### src/rtl/seg_lcd_pkg.sv
package seg_lcd_pkg;
  typedef enum logic [1:0] {
    OP_SET = 2'd0,
    OP_WR8 = 2'd1,
    OP_WR4 = 2'd2,
    OP_NOP = 2'd3
  } host_op_e;
endpackage

### src/rtl/seg_addr_ctr.sv
module seg_addr_ctr #(
  parameter int ADDR_W = 5
) (
  input  logic              clk,
  input  logic              rst,
  input  logic              accept,
  input  logic [1:0]        op,
  input  logic [ADDR_W-1:0] load_val,
  output logic [ADDR_W-1:0] addr
);
  import seg_lcd_pkg::*;

  logic [ADDR_W-1:0] addr_nx;

  always_comb begin
    addr_nx = addr;
    if (accept) begin
      unique case (op)
        OP_SET:  addr_nx = load_val;
        OP_WR8:  addr_nx = addr + ADDR_W'(2);
        OP_WR4:  addr_nx = addr + ADDR_W'(1);
        default: addr_nx = addr;
      endcase
    end
  end

  always_ff @(posedge clk) begin
    if (rst) addr <= '0;
    else     addr <= addr_nx;
  end


  reset_clears_chk: assert property (@(posedge clk) rst |=> addr == '0);

  addr_load_chk: assert property (@(posedge clk) disable iff (rst)
    (accept && op == OP_SET) |=> addr == $past(load_val));

  step_two_chk: assert property (@(posedge clk) disable iff (rst)
    (accept && op == OP_WR8) |=> addr == ADDR_W'($past(addr) + ADDR_W'(2)));

  step_one_chk: assert property (@(posedge clk) disable iff (rst)
    (accept && op == OP_WR4) |=> addr == ADDR_W'($past(addr) + ADDR_W'(1)));

  hold_chk: assert property (@(posedge clk) disable iff (rst)
    (!accept || op == OP_NOP) |=> $stable(addr));
endmodule

### src/rtl/seg_nibble_ram.sv
module seg_nibble_ram #(
  parameter int ADDR_W = 5,
  parameter int NIB    = 4
) (
  input  logic                           clk,
  input  logic                           rst,
  input  logic                           we_lo,
  input  logic                           we_hi,
  input  logic [ADDR_W-1:0]              addr_lo,
  input  logic [ADDR_W-1:0]              addr_hi,
  input  logic [NIB-1:0]                 d_lo,
  input  logic [NIB-1:0]                 d_hi,
  output logic [(1<<ADDR_W)*NIB-1:0]     mem_flat
);
  localparam int WORDS = 1 << ADDR_W;

  for (genvar i = 0; i < WORDS; i++) begin : g_word
    logic [NIB-1:0] word_q;
    always_ff @(posedge clk) begin
      if (we_lo && addr_lo == ADDR_W'(i))      word_q <= d_lo;
      else if (we_hi && addr_hi == ADDR_W'(i)) word_q <= d_hi;
    end
    assign mem_flat[i*NIB +: NIB] = word_q;
  end


  low_write_chk: assert property (@(posedge clk) disable iff (rst)
    we_lo |=> mem_flat[$past(addr_lo)*NIB +: NIB] == $past(d_lo));

  high_write_chk: assert property (@(posedge clk) disable iff (rst)
    we_hi |=> mem_flat[$past(addr_hi)*NIB +: NIB] == $past(d_hi));

  idle_hold_chk: assert property (@(posedge clk) disable iff (rst)
    (!we_lo && !we_hi) |=> $stable(mem_flat));
endmodule

### src/rtl/seg_scan_mux.sv
module seg_scan_mux #(
  parameter int WORDS = 32,
  parameter int NIB   = 4,
  localparam int COM_W = $clog2(NIB)
) (
  input  logic                   clk,
  input  logic                   rst,
  input  logic [WORDS*NIB-1:0]   mem_flat,
  input  logic [COM_W-1:0]       com,
  output logic [WORDS-1:0]       seg
);
  for (genvar n = 0; n < WORDS; n++) begin : g_seg
    logic [NIB-1:0] w;
    assign w      = mem_flat[n*NIB +: NIB];
    assign seg[n] = w[com];
  end


  seg_steady_chk: assert property (@(posedge clk) disable iff (rst)
    ($stable(mem_flat) && $stable(com)) |-> $stable(seg));

  seg_zero_chk: assert property (@(posedge clk) disable iff (rst)
    seg[0] == mem_flat[com]);
endmodule

### src/rtl/seg_lcd_dmem.sv
module seg_lcd_dmem #(
  parameter int ADDR_W = 5,
  parameter int NIB    = 4,
  localparam int WORDS = 1 << ADDR_W,
  localparam int COM_W = $clog2(NIB)
) (
  input  logic              clk,
  input  logic              rst,
  input  logic              host_valid,
  output logic              host_ready,
  input  logic [1:0]        host_op,
  input  logic [2*NIB-1:0]  host_data,
  input  logic [COM_W-1:0]  scan_com,
  output logic [WORDS-1:0]  scan_seg
);
  import seg_lcd_pkg::*;

  logic              accept;
  logic [ADDR_W-1:0] addr;
  logic [ADDR_W-1:0] addr_next_word;
  logic              we_lo, we_hi;
  logic [WORDS*NIB-1:0] mem_flat;

  assign host_ready     = 1'b1;
  assign accept         = host_valid && host_ready;
  assign addr_next_word = addr + ADDR_W'(1);
  assign we_lo          = accept && (host_op == OP_WR8 || host_op == OP_WR4);
  assign we_hi          = accept && (host_op == OP_WR8);

  seg_addr_ctr #(.ADDR_W(ADDR_W)) u_ctr (
    .clk      (clk),
    .rst      (rst),
    .accept   (accept),
    .op       (host_op),
    .load_val (host_data[ADDR_W-1:0]),
    .addr     (addr)
  );

  seg_nibble_ram #(.ADDR_W(ADDR_W), .NIB(NIB)) u_ram (
    .clk      (clk),
    .rst      (rst),
    .we_lo    (we_lo),
    .we_hi    (we_hi),
    .addr_lo  (addr),
    .addr_hi  (addr_next_word),
    .d_lo     (host_data[NIB-1:0]),
    .d_hi     (host_data[2*NIB-1:NIB]),
    .mem_flat (mem_flat)
  );

  seg_scan_mux #(.WORDS(WORDS), .NIB(NIB)) u_mux (
    .clk      (clk),
    .rst      (rst),
    .mem_flat (mem_flat),
    .com      (scan_com),
    .seg      (scan_seg)
  );


  ready_high_chk: assert property (@(posedge clk) host_ready);

  wrap_upper_chk: assert property (@(posedge clk) disable iff (rst)
    (we_hi && addr == ADDR_W'(WORDS-1)) |=> mem_flat[NIB-1:0] == $past(host_data[2*NIB-1:NIB]));
endmodule

### config.mk
export PLATFORM = sky130hd
export DESIGN_NAME = seg_lcd_dmem
export DESIGN_NICKNAME = d
export VERILOG_FILES = /design/src/rtl/seg_lcd_pkg.sv /design/src/rtl/seg_addr_ctr.sv /design/src/rtl/seg_nibble_ram.sv /design/src/rtl/seg_scan_mux.sv /design/src/rtl/seg_lcd_dmem.sv
export SDC_FILE = /design/constraint.sdc
export NUM_CORES = 1
export LEC_CHECK = 0
export BUFFER_PORTS_ARGS = -buffer_cell sky130_fd_sc_hd__buf_2
export CORE_MARGIN = 5
export CORE_UTILIZATION = 65
export CTS_CLUSTER_DIAMETER = 80
export DETAILED_ROUTE_END_ITERATION = 10
export GPL_TIMING_DRIVEN = 0
export PLACE_DENSITY = 0.91
export SYNTH_ARGS = -nofsm -noshare
export SYNTH_HDL_FRONTEND = slang
export SYNTH_HIERARCHICAL = 1
export SYNTH_SLANG_ARGS = --single-unit
### constraint.sdc
create_clock -name clk -period 4.6 [get_ports clk]
set_input_delay 0 -clock clk [delete_from_list [all_inputs] [get_ports clk]]
set_output_delay 0 -clock clk [all_outputs]
set_load 0.02 [all_outputs]
==> flow_summary.html, run 1 <==
<table>
<tr><th>Metric</th><th>Value</th></tr>
<tr><th colspan="2">Outcome</th></tr>
<tr><td>Run status</td><td>finished clean</td></tr>
<tr><th colspan="2">Yosys</th></tr>
<tr><td>Post-synth EDFFs</td><td>128</td></tr>
<tr><td>Post-Syn Nets</td><td>506</td></tr>
<tr><td>Ys Warns</td><td>6</td></tr>
<tr><td>Sequential-to-total area share from yosys stat</td><td>54.3%</td></tr>
<tr><td>Compound-gate portion of the synthesized area</td><td>4.17%</td></tr>
<tr><td>Synthesized instance count</td><td>484</td></tr>
<tr><td>Post-synthesis cell type count</td><td>43</td></tr>
<tr><td>Proportion of synthesized flip-flops having asynchronous set or reset</td><td>0%</td></tr>
<tr><td>Commonest register cell after synthesis</td><td>sky130_fd_sc_hd__edfxtp_1</td></tr>
<tr><td>Mux cell area share after synthesis</td><td>29.9%</td></tr>
<tr><td>Xor/xnor share of the synthesized area</td><td>0.603%</td></tr>
<tr><td>Combinational family with the most area after synthesis</td><td>multiplexers</td></tr>
<tr><td>Share of synthesized cell area in full adder, half adder and majority cells</td><td>1.21%</td></tr>
<tr><td>Mapped Area</td><td>7260 sq um</td></tr>
<tr><td>Simple-gate portion of the synthesized area</td><td>5.98%</td></tr>
<tr><td>Seq cells post-synth</td><td>133</td></tr>
<tr><td>Post-Syn Area per Cell</td><td>15.0 sq um</td></tr>
<tr><th colspan="2">STA</th></tr>
<tr><td>Min Tclk post-route</td><td>2.85 ns</td></tr>
<tr><td>Top achievable clock speed</td><td>351 MHz</td></tr>
<tr><td>Max-slew violation count</td><td>0</td></tr>
<tr><td>Setup TNS</td><td>0 ns</td></tr>
<tr><td>Transition time at the pin with the least slew margin</td><td>0.781 ns</td></tr>
<tr><td>Final setup vio count</td><td>0</td></tr>
<tr><td>Final period util</td><td>62.0%</td></tr>
<tr><td>Relative slew slack</td><td>48.0%</td></tr>
<tr><td>Hold_ws</td><td>0.0560 ns</td></tr>
<tr><td>Final count of hold timing violations</td><td>0</td></tr>
<tr><td>Clock skew after layout</td><td>0.00591 ns</td></tr>
<tr><td>Unrepaired setup endpoints after global routing</td><td>false</td></tr>
<tr><th colspan="2">Clock tree</th></tr>
<tr><td>Clock Latency Late Sink</td><td>0.54 ns</td></tr>
<tr><td>Maximum number of buffers from clock root to sink</td><td>2</td></tr>
<tr><td>CTS clk-pin slew, worst paths</td><td>0.06 ns</td></tr>
<tr><td>TritonCTS clock tree</td><td>yes</td></tr>
<tr><td>Cts repair resizes</td><td>0</td></tr>
<tr><td>Total clock buffers created by CTS</td><td>17</td></tr>
<tr><td>Clock Sink Count</td><td>133</td></tr>
<tr><td>Post-cts hold buffer count</td><td>10</td></tr>
<tr><td>Root Driver</td><td>sky130_fd_sc_hd__clkbuf_8</td></tr>
<tr><td>CTS H-tree depth</td><td>4</td></tr>
<tr><td>Total setup buffers inserted after CTS</td><td>0</td></tr>
<tr><th colspan="2">Routing</th></tr>
<tr><td>Number of vias after detailed routing</td><td>5058</td></tr>
<tr><td>Via density per instance</td><td>7.11</td></tr>
<tr><td>Starting DRC count in detailed routing</td><td>815</td></tr>
<tr><td>Remaining number of nets flagged by the antenna check after routing</td><td>0</td></tr>
<tr><td>Final routed wirelength across all metal layers</td><td>19100 um</td></tr>
<tr><td>Detailed-route DRC error count</td><td>0</td></tr>
<tr><td>Detailed-route wire length per cell</td><td>26.8 um</td></tr>
<tr><td>Pre-antenna DRT Iters</td><td>6</td></tr>
<tr><th colspan="2">Power</th></tr>
<tr><td>Total power divided by cell area</td><td>353 nW/um^2</td></tr>
<tr><td>Leakage power</td><td>2.77 nW</td></tr>
<tr><td>Peak supply drop</td><td>0.000281 V</td></tr>
<tr><td>Final total power</td><td>2.93 mW</td></tr>
<tr><th colspan="2">Final layout</th></tr>
<tr><td>Final core occ</td><td>76.3%</td></tr>
<tr><td>Synthesis-to-layout area growth</td><td>14.4%</td></tr>
<tr><td>Filler Cell Count</td><td>607</td></tr>
<tr><td>Net count of the finished layout</td><td>580</td></tr>
<tr><td>Share of layout cells above drive strength 1</td><td>42.2%</td></tr>
<tr><td>Number of antenna diodes</td><td>0</td></tr>
<tr><td>Final instance area</td><td>8310 sq um</td></tr>
<tr><th colspan="2">Critical path</th></tr>
<tr><td>Required time at the endpoint of the critical path</td><td>4.76 ns</td></tr>
<tr><td>Worst Setup Start Kind</td><td>register</td></tr>
<tr><td>Critical Path, Cell by Cell</td><td>ha_1, nand3_1, xnor2_1, nor2b_1, nand2_1, o21ai_0</td></tr>
<tr><td>Category of the critical setup timing path</td><td>register to register</td></tr>
<tr><td>Arrival time of data at the critical path endpoint</td><td>3.02 ns</td></tr>
<tr><td>Highest-delay cell along the critical path</td><td>sky130_fd_sc_hd__o21ai_0</td></tr>
<tr><td>Setup crit end kind</td><td>register</td></tr>
<tr><td>Highest net fanout along the worst path</td><td>12</td></tr>
<tr><td>Crit-path max cell delay</td><td>0.65 ns</td></tr>
<tr><td>CP delay by family, top</td><td>simple AND/OR/NAND/NOR gates</td></tr>
<tr><td>Count of buffering cells on the critical path with inverters included</td><td>0</td></tr>
<tr><th colspan="2">Die</th></tr>
<tr><td>Core outline area</td><td>10900 sq um</td></tr>
<tr><td>Starting Density</td><td>66.7%</td></tr>
<tr><td>Row count</td><td>38</td></tr>
<tr><td>Total Die Area</td><td>13400 sq um</td></tr>
<tr><td>Die W</td><td>116 um</td></tr>
<tr><td>Top Ports</td><td>48</td></tr>
<tr><td>Die height</td><td>116 um</td></tr>
<tr><th colspan="2">Placement</th></tr>
<tr><td>Number of buffer cells added on primary ports</td><td>45</td></tr>
<tr><td>Hpwl dp</td><td>11600 um</td></tr>
<tr><td>Post-detailed-placement cell area</td><td>7660 sq um</td></tr>
<tr><td>Routability congestion estimate from global placement</td><td>0.851</td></tr>
<tr><th colspan="2">Global route</th></tr>
<tr><td>Overall global routing resource usage</td><td>30.3%</td></tr>
<tr><td>Global-route wire length before repair</td><td>29800 um</td></tr>
<tr><td>Via count of the first global-routing pass</td><td>5176</td></tr>
<tr><td>Number of antenna violations at the first check in global routing</td><td>0</td></tr>
<tr><td>Maximum number of pins on one net before global-route repair</td><td>17</td></tr>
<tr><td>Congestion Overflow GR</td><td>0</td></tr>
<tr><th colspan="2">Min path</th></tr>
<tr><td>Hold Path Class</td><td>input port to register</td></tr>
<tr><th colspan="2">Job</th></tr>
<tr><td>Number of maximum-capacitance constraint violations</td><td>0</td></tr>
</table>
==> per-layer routing <==
layer,GRT usage [%],share of wire (%),vias to the layer above
met5,0,0,-
met4,14.4,6.1,0
met3,9.87,14,126
met2,47.0,46,449
met1,39.2,33,2423
li1,-,-,2060
==> cells in the final DEF, fill, tap and decap left out, drive strengths merged <==
master,synthesis,layout
edfxtp,128,128
mux2,128,128
buf,11,56
clkbuf,31,49
mux4,32,32
nand2,20,20
o21ai,20,20
nor2,17,17
nand3,12,12
o22ai,12,12
dlygate4sd3,0,10
inv,7,10
nor2b,7,7
ha,7,7
nand2b,7,7
clkinvlp,0,6
clkinv,2,6
dfxtp,5,5
a21oi,4,4
a221oi,4,4
xnor2,3,3
nand4b,3,3
or3,3,3
and4bb,3,3
xor2,2,2
a211o,2,2
nor4b,2,2
nand4,2,2
and2,1,1
conb,1,1
bufinv,0,1
a31oi,1,1
o32ai,1,1
a22oi,1,1
a211oi,1,1
a2111o,1,1
nor3,1,1
or2,1,1
o21bai,1,1
==> synthesized netlist by cell type, types with 2 or more instances <==
cell / n / area, sq um
sky130_fd_sc_hd__a211o_1: 2 / 17.5
sky130_fd_sc_hd__a21oi_1: 4 / 20.0
sky130_fd_sc_hd__a221oi_1: 3 / 26.3
sky130_fd_sc_hd__and4bb_2: 3 / 37.5
sky130_fd_sc_hd__buf_12: 4 / 80.1
sky130_fd_sc_hd__buf_2: 5 / 25.0
sky130_fd_sc_hd__clkbuf_1: 31 / 116
sky130_fd_sc_hd__clkinv_1: 2 / 7.51
sky130_fd_sc_hd__dfxtp_1: 5 / 100
sky130_fd_sc_hd__edfxtp_1: 128 / 3840
sky130_fd_sc_hd__ha_1: 7 / 87.6
sky130_fd_sc_hd__inv_1: 7 / 26.3
sky130_fd_sc_hd__mux2_1: 12 / 135
sky130_fd_sc_hd__mux2_2: 116 / 1310
sky130_fd_sc_hd__mux4_1: 2 / 52.6
sky130_fd_sc_hd__mux4_2: 30 / 676
sky130_fd_sc_hd__nand2_1: 20 / 75.1
sky130_fd_sc_hd__nand2b_1: 7 / 43.8
sky130_fd_sc_hd__nand3_1: 12 / 60.1
sky130_fd_sc_hd__nand4_1: 2 / 12.5
sky130_fd_sc_hd__nand4b_1: 3 / 26.3
sky130_fd_sc_hd__nor2_1: 17 / 63.8
sky130_fd_sc_hd__nor2b_1: 7 / 43.8
sky130_fd_sc_hd__nor4b_2: 2 / 30.0
sky130_fd_sc_hd__o21ai_0: 19 / 95.1
sky130_fd_sc_hd__o22ai_1: 12 / 75.1
sky130_fd_sc_hd__or3_1: 3 / 18.8
sky130_fd_sc_hd__xnor2_1: 3 / 26.3
sky130_fd_sc_hd__xor2_1: 2 / 17.5
==> per-stage QoR <==
stage	cells	setup WS (ns)
2_1_floorplan	484	2.52
3_3_place_gp	669	2.22
3_5_place_dp	669	1.99
4_1_cts	711	1.89
5_1_grt	711	1.67
6_report	711	1.75
==> cells by family (layout without fill, tap and decap cells) <==
logic type | after synthesis | in the layout
AOI/OAI and AO/OA | 48 | 48
xor gates and xnor gates | 5 | 5
adders and majority gates | 7 | 7
buffers and inverters | 51 | 138
DFF | 133 | 133
muxes | 160 | 160
other | 1 | 1
and+or+nand+nor | 79 | 79
==> path summary, 6_finish.rpt <==
check	from	endpoint	slack [ns]	cells after the start
worst max-delay path	u_ctr/addr[0]	u_ram/g_word[9].word_q[1]	1.75	6
worst min-delay path	host_valid	u_ctr/addr[2]	0.06	5
worst max register to register	u_ctr/addr[0]	u_ram/g_word[9].word_q[1]	1.75	6
worst min register to register	u_ctr/addr[1]	u_ctr/addr[1]	0.67	2
==> registers in the layout, summed over array words and instances (netlist names) <==
name	cells
u_ctr/addr	5
u_ram/g_word.word_q	128
==> worst reg2reg max path, delay by kind of cell (launching register included) <==
family / cells / cell delay (ns)
AO/OA/AOI/OAI: 1 / 0.65
adder cells (fa/ha/maj): 1 / 0.29
XOR/XNOR: 1 / 0.25
flip-flops: 1 / 0.64
AND/OR/NAND/NOR: 3 / 0.65
==> where the power goes <==
part           switching (mW)  internal [mW]  total (mW)  leakage, nW
Sequential             0.0141           1.34        1.36         1.19
Clock                   0.529          0.719        1.25        0.250
Combinational           0.196          0.132       0.328         1.33
==> cell type report <==
class | instances | area [sq um] | share of cell area, %
flip-flops and latches | 133 | 3940 | 47.5
multi-input cells | 300 | 3040 | 36.6
clock buffers | 18 | 418 | 5.03
repair buffers | 55 | 325 | 3.92
plain buffers | 42 | 240 | 2.89
well taps | 140 | 175 | 2.11
clock inverters | 14 | 129 | 1.55
inverters | 9 | 33.8 | 0.407
(Power assumes the default switching activity.)
==> run 2: changes to the inputs <==
Settings changed: CORE_UTILIZATION 65 to 61, PLACE_DENSITY 0.91 to 0.86.
Clock period 4.6 ns to 2.96 ns, I/O delays scaled along.
==> run 2 against run 1 <==
Compared with the run above: clock power grew 97%; first-iteration DRC count shrank 12%; total power grew 73%; cell count shrank 0.42%; sequential power grew 55%; largest cell class unchanged; largest power group is now clock.
==> flow_summary.html, run 2 (same netlist as run 1, synthesis figures left out) <==
<table>
<tr><th>Metric</th><th>Value</th></tr>
<tr><th colspan="2">STA</th></tr>
<tr><td>Clock skew after layout</td><td>0.0102 ns (+0.00431 ns)</td></tr>
<tr><td>Relative slew slack</td><td>51.8% (+3.9 points)</td></tr>
<tr><td>Setup TNS</td><td>0 ns (unchanged)</td></tr>
<tr><td>Final period util</td><td>90.2% (+28 points)</td></tr>
<tr><td>Transition time at the pin with the least slew margin</td><td>0.723 ns (-0.0578 ns)</td></tr>
<tr><td>Top achievable clock speed</td><td>375 MHz (+6.8%)</td></tr>
<tr><td>Worst setup slack after layout</td><td>0.292 ns (-1.46 ns)</td></tr>
<tr><td>Final setup vio count</td><td>0 (unchanged)</td></tr>
<tr><td>Max-slew violation count</td><td>0 (unchanged)</td></tr>
<tr><td>Min Tclk post-route</td><td>2.67 ns (-0.182 ns)</td></tr>
<tr><td>Hold_ws</td><td>0.0164 ns (-0.0397 ns)</td></tr>
<tr><td>Unrepaired setup endpoints after global routing</td><td>false</td></tr>
<tr><td>Final count of hold timing violations</td><td>0 (unchanged)</td></tr>
<tr><th colspan="2">Global route</th></tr>
<tr><td>Congestion Overflow GR</td><td>0 (unchanged)</td></tr>
<tr><td>Via count of the first global-routing pass</td><td>5040 (-2.6%)</td></tr>
<tr><td>Number of antenna violations at the first check in global routing</td><td>0 (unchanged)</td></tr>
<tr><td>Maximum number of pins on one net before global-route repair</td><td>17 (unchanged)</td></tr>
<tr><td>Global-route wire length before repair</td><td>29200 um (-1.9%)</td></tr>
<tr><td>Overall global routing resource usage</td><td>27.2% (-3.1 points)</td></tr>
<tr><th colspan="2">Die</th></tr>
<tr><td>Row count</td><td>39 (+2.6%)</td></tr>
<tr><td>Top Ports</td><td>48 (unchanged)</td></tr>
<tr><td>Die height</td><td>119 um (+2.9%)</td></tr>
<tr><td>Die W</td><td>119 um (+2.9%)</td></tr>
<tr><td>Starting Density</td><td>62.8% (-3.9 points)</td></tr>
<tr><td>Core outline area</td><td>11600 sq um (+6.2%)</td></tr>
<tr><td>Total Die Area</td><td>14200 sq um (+6.0%)</td></tr>
<tr><th colspan="2">Critical path</th></tr>
<tr><td>Highest-delay cell along the critical path</td><td>sky130_fd_sc_hd__dfxtp_1</td></tr>
<tr><td>Highest net fanout along the worst path</td><td>12 (unchanged)</td></tr>
<tr><td>Register-to-register setup slack</td><td>0.29 ns (-1.46 ns)</td></tr>
<tr><td>RR Startpoint</td><td>u_ctr/addr[1]</td></tr>
<tr><td>Setup crit end kind</td><td>register</td></tr>
<tr><td>Worst Setup Start Kind</td><td>register</td></tr>
<tr><td>Path depth of the worst reg2reg path</td><td>6 (unchanged)</td></tr>
<tr><td>Critical Path Start</td><td>u_ctr/addr[1]</td></tr>
<tr><td>Destination of the critical timing path</td><td>u_ram/g_word[12].word_q[2]</td></tr>
<tr><td>Crit-path max cell delay</td><td>0.57 ns (-0.08 ns)</td></tr>
<tr><td>Cell repeated most along the worst path</td><td>sky130_fd_sc_hd__nand3_1</td></tr>
<tr><td>End of the worst register-to-register path</td><td>u_ram/g_word[12].word_q[2]</td></tr>
<tr><td>Critical Path, Cell by Cell</td><td>ha_1, nand3_1, xnor2_1, nor2b_1, nand3_1, o21ai_0</td></tr>
<tr><td>Required time at the endpoint of the critical path</td><td>3.00 ns (-1.76 ns)</td></tr>
<tr><td>Arrival time of data at the critical path endpoint</td><td>2.71 ns (-0.31 ns)</td></tr>
<tr><td>Category of the critical setup timing path</td><td>register to register</td></tr>
<tr><th colspan="2">Clock tree</th></tr>
<tr><td>Maximum number of buffers from clock root to sink</td><td>2 (unchanged)</td></tr>
<tr><td>Total clock buffers created by CTS</td><td>17 (unchanged)</td></tr>
<tr><td>Root Driver</td><td>sky130_fd_sc_hd__clkbuf_16</td></tr>
<tr><td>Clock Latency Late Sink</td><td>0.42 ns (-0.12 ns)</td></tr>
<tr><td>TritonCTS clock tree</td><td>yes</td></tr>
<tr><td>CTS H-tree depth</td><td>4 (unchanged)</td></tr>
<tr><td>Cts repair resizes</td><td>0 (unchanged)</td></tr>
<tr><td>Clock Sink Count</td><td>133 (unchanged)</td></tr>
<tr><td>CTS clk-pin slew, worst paths</td><td>0.06 ns (about the same)</td></tr>
<tr><th colspan="2">Routing</th></tr>
<tr><td>Detailed-route DRC error count</td><td>0 (unchanged)</td></tr>
<tr><td>Pre-antenna DRT Iters</td><td>6 (unchanged)</td></tr>
<tr><td>Detailed-route wire length per cell</td><td>26.7 um (-0.53%)</td></tr>
<tr><td>Number of vias after detailed routing</td><td>4961 (-1.9%)</td></tr>
<tr><td>Final routed wirelength across all metal layers</td><td>18900 um (-0.95%)</td></tr>
<tr><td>Starting DRC count in detailed routing</td><td>715 (-12%)</td></tr>
<tr><td>Via density per instance</td><td>7.01 (-1.5%)</td></tr>
<tr><td>Remaining number of nets flagged by the antenna check after routing</td><td>0 (unchanged)</td></tr>
<tr><th colspan="2">Power</th></tr>
<tr><td>Total power divided by cell area</td><td>604 nW/um^2 (+71%)</td></tr>
<tr><td>Peak supply drop</td><td>0.000426 V (+51%)</td></tr>
<tr><td>Leakage power</td><td>2.82 nW (+2.0%)</td></tr>
<tr><td>Final total power</td><td>5.06 mW (+73%)</td></tr>
<tr><th colspan="2">Final layout</th></tr>
<tr><td>Number of antenna diodes</td><td>0 (unchanged)</td></tr>
<tr><td>Filler Cell Count</td><td>697 (+15%)</td></tr>
<tr><td>Leading registers by flop count</td><td>u_ram/g_word.word_q (128), u_ctr/addr (5)</td></tr>
<tr><td>Largest register FFs</td><td>128 (unchanged)</td></tr>
<tr><td>Share of layout cells above drive strength 1</td><td>42.5% (+0.27 points)</td></tr>
<tr><td>Highest-count cells in the layout ignoring fill and taps</td><td>sky130_fd_sc_hd__edfxtp_1, sky130_fd_sc_hd__mux2_2, sky130_fd_sc_hd__buf_2</td></tr>
<tr><td>Net count of the finished layout</td><td>574 (-1.0%)</td></tr>
<tr><td>Most common library cell in the layout ignoring fill and taps</td><td>sky130_fd_sc_hd__edfxtp_1</td></tr>
<tr><td>Synthesis-to-layout area growth</td><td>15.5%</td></tr>
<tr><td>Area of combinational cells with multiple inputs</td><td>3040 sq um (unchanged)</td></tr>
<tr><td>Largest reg by FF count</td><td>u_ram/g_word.word_q</td></tr>
<tr><td>Sequential cell area</td><td>3940 sq um (unchanged)</td></tr>
<tr><th colspan="2">Placement</th></tr>
<tr><td>Post-Place Worst Slack</td><td>0.436 ns (-1.56 ns)</td></tr>
<tr><td>Routability congestion estimate from global placement</td><td>0.874 (+2.7%)</td></tr>
<tr><td>Number of buffer cells added on primary ports</td><td>45 (unchanged)</td></tr>
<tr><td>Hpwl dp</td><td>11800 um (+1.3%)</td></tr>
<tr><th colspan="2">Outcome</th></tr>
<tr><td>Run status</td><td>finished clean</td></tr>
<tr><th colspan="2">Job</th></tr>
<tr><td>Number of maximum-capacitance constraint violations</td><td>0 (unchanged)</td></tr>
<tr><th colspan="2">Min path</th></tr>
<tr><td>Hold Path Class</td><td>input port to register</td></tr>
</table>
==> run 2: cell count changes in the layout (fill, tap and decap cells not counted), sizes merged <==
| cell | before | now |
|---|---|---|
| bufinv | 1 | 7 |
| clkinvlp | 6 | 1 |
| dlygate4sd3 | 10 | 4 |
| inv | 10 | 9 |
==> run 2: worst min path at each step <==
stage / start / end / slack, ns / cells past startpoint
after floorplan: rst / u_ctr/addr[3] / 0.07 / 1
after global placement: rst / u_ctr/addr[3] / 0.24 / 2
after detailed placement: rst / u_ctr/addr[3] / 0.26 / 2
after CTS: host_data[7] / u_ram/g_word[0].word_q[3] / 0.009 / 2
after global routing: host_data[5] / u_ram/g_word[24].word_q[1] / 0.02 / 2
final: host_data[7] / u_ram/g_word[0].word_q[3] / 0.02 / 2
==> run 2: cell type report <==
cell class	count	area share, %
timing repair buffer	49	3.16
tap	143	2.13
buffer	42	2.86
clock buffer	18	5.12
sequential	133	47.0
inverter	9	0.403
multi-input combinational	300	36.3
clock inverter	14	3.03
==> run 2: per-layer routing <==
layer | part of all wire, % | GRT usage [%]
met2 | 48 | 43.3
met1 | 37 | 36.5
met4 | 3.8 | 11.7
met5 | 0 | 0
met3 | 11 | 5.83
==> run 2: where the power goes <==
part	internal (mW)	leakage (nW)	switching, mW
Clock	1.66	0.332	0.795
Sequential	2.09	1.19	0.0211
Combinational	0.199	1.30	0.300
Total	3.95	2.82	1.12
==> run 2: per-stage QoR <==
step                      instances  area [sq um]  util [%]
final                           708          8390      72.5
after global routing            708          8390      72.5
after CTS                       708          8390      72.5
after detailed placement        672          7660      66.3
after global placement          672          7660      66.3
after floorplan                 484          7260         -
==> run 2: worst max-delay path: cells and delay by family, from the launching register on <==
family                     cells  cell delay, ns
adders and majority gates      1            0.27
AOI/OAI and AO/OA              1            0.57
and+or+nand+nor                3            0.66
xor gates and xnor gates       1            0.23
DFF                            1            0.57
==> run 2: what timing repair did <==
item / in CTS / in global routing
setup endpoints to repair: 0 / 0
setup buffers: 0 / 0
hold buffers: 4 / 0
endpoints found under the hold margin: 7 / 0
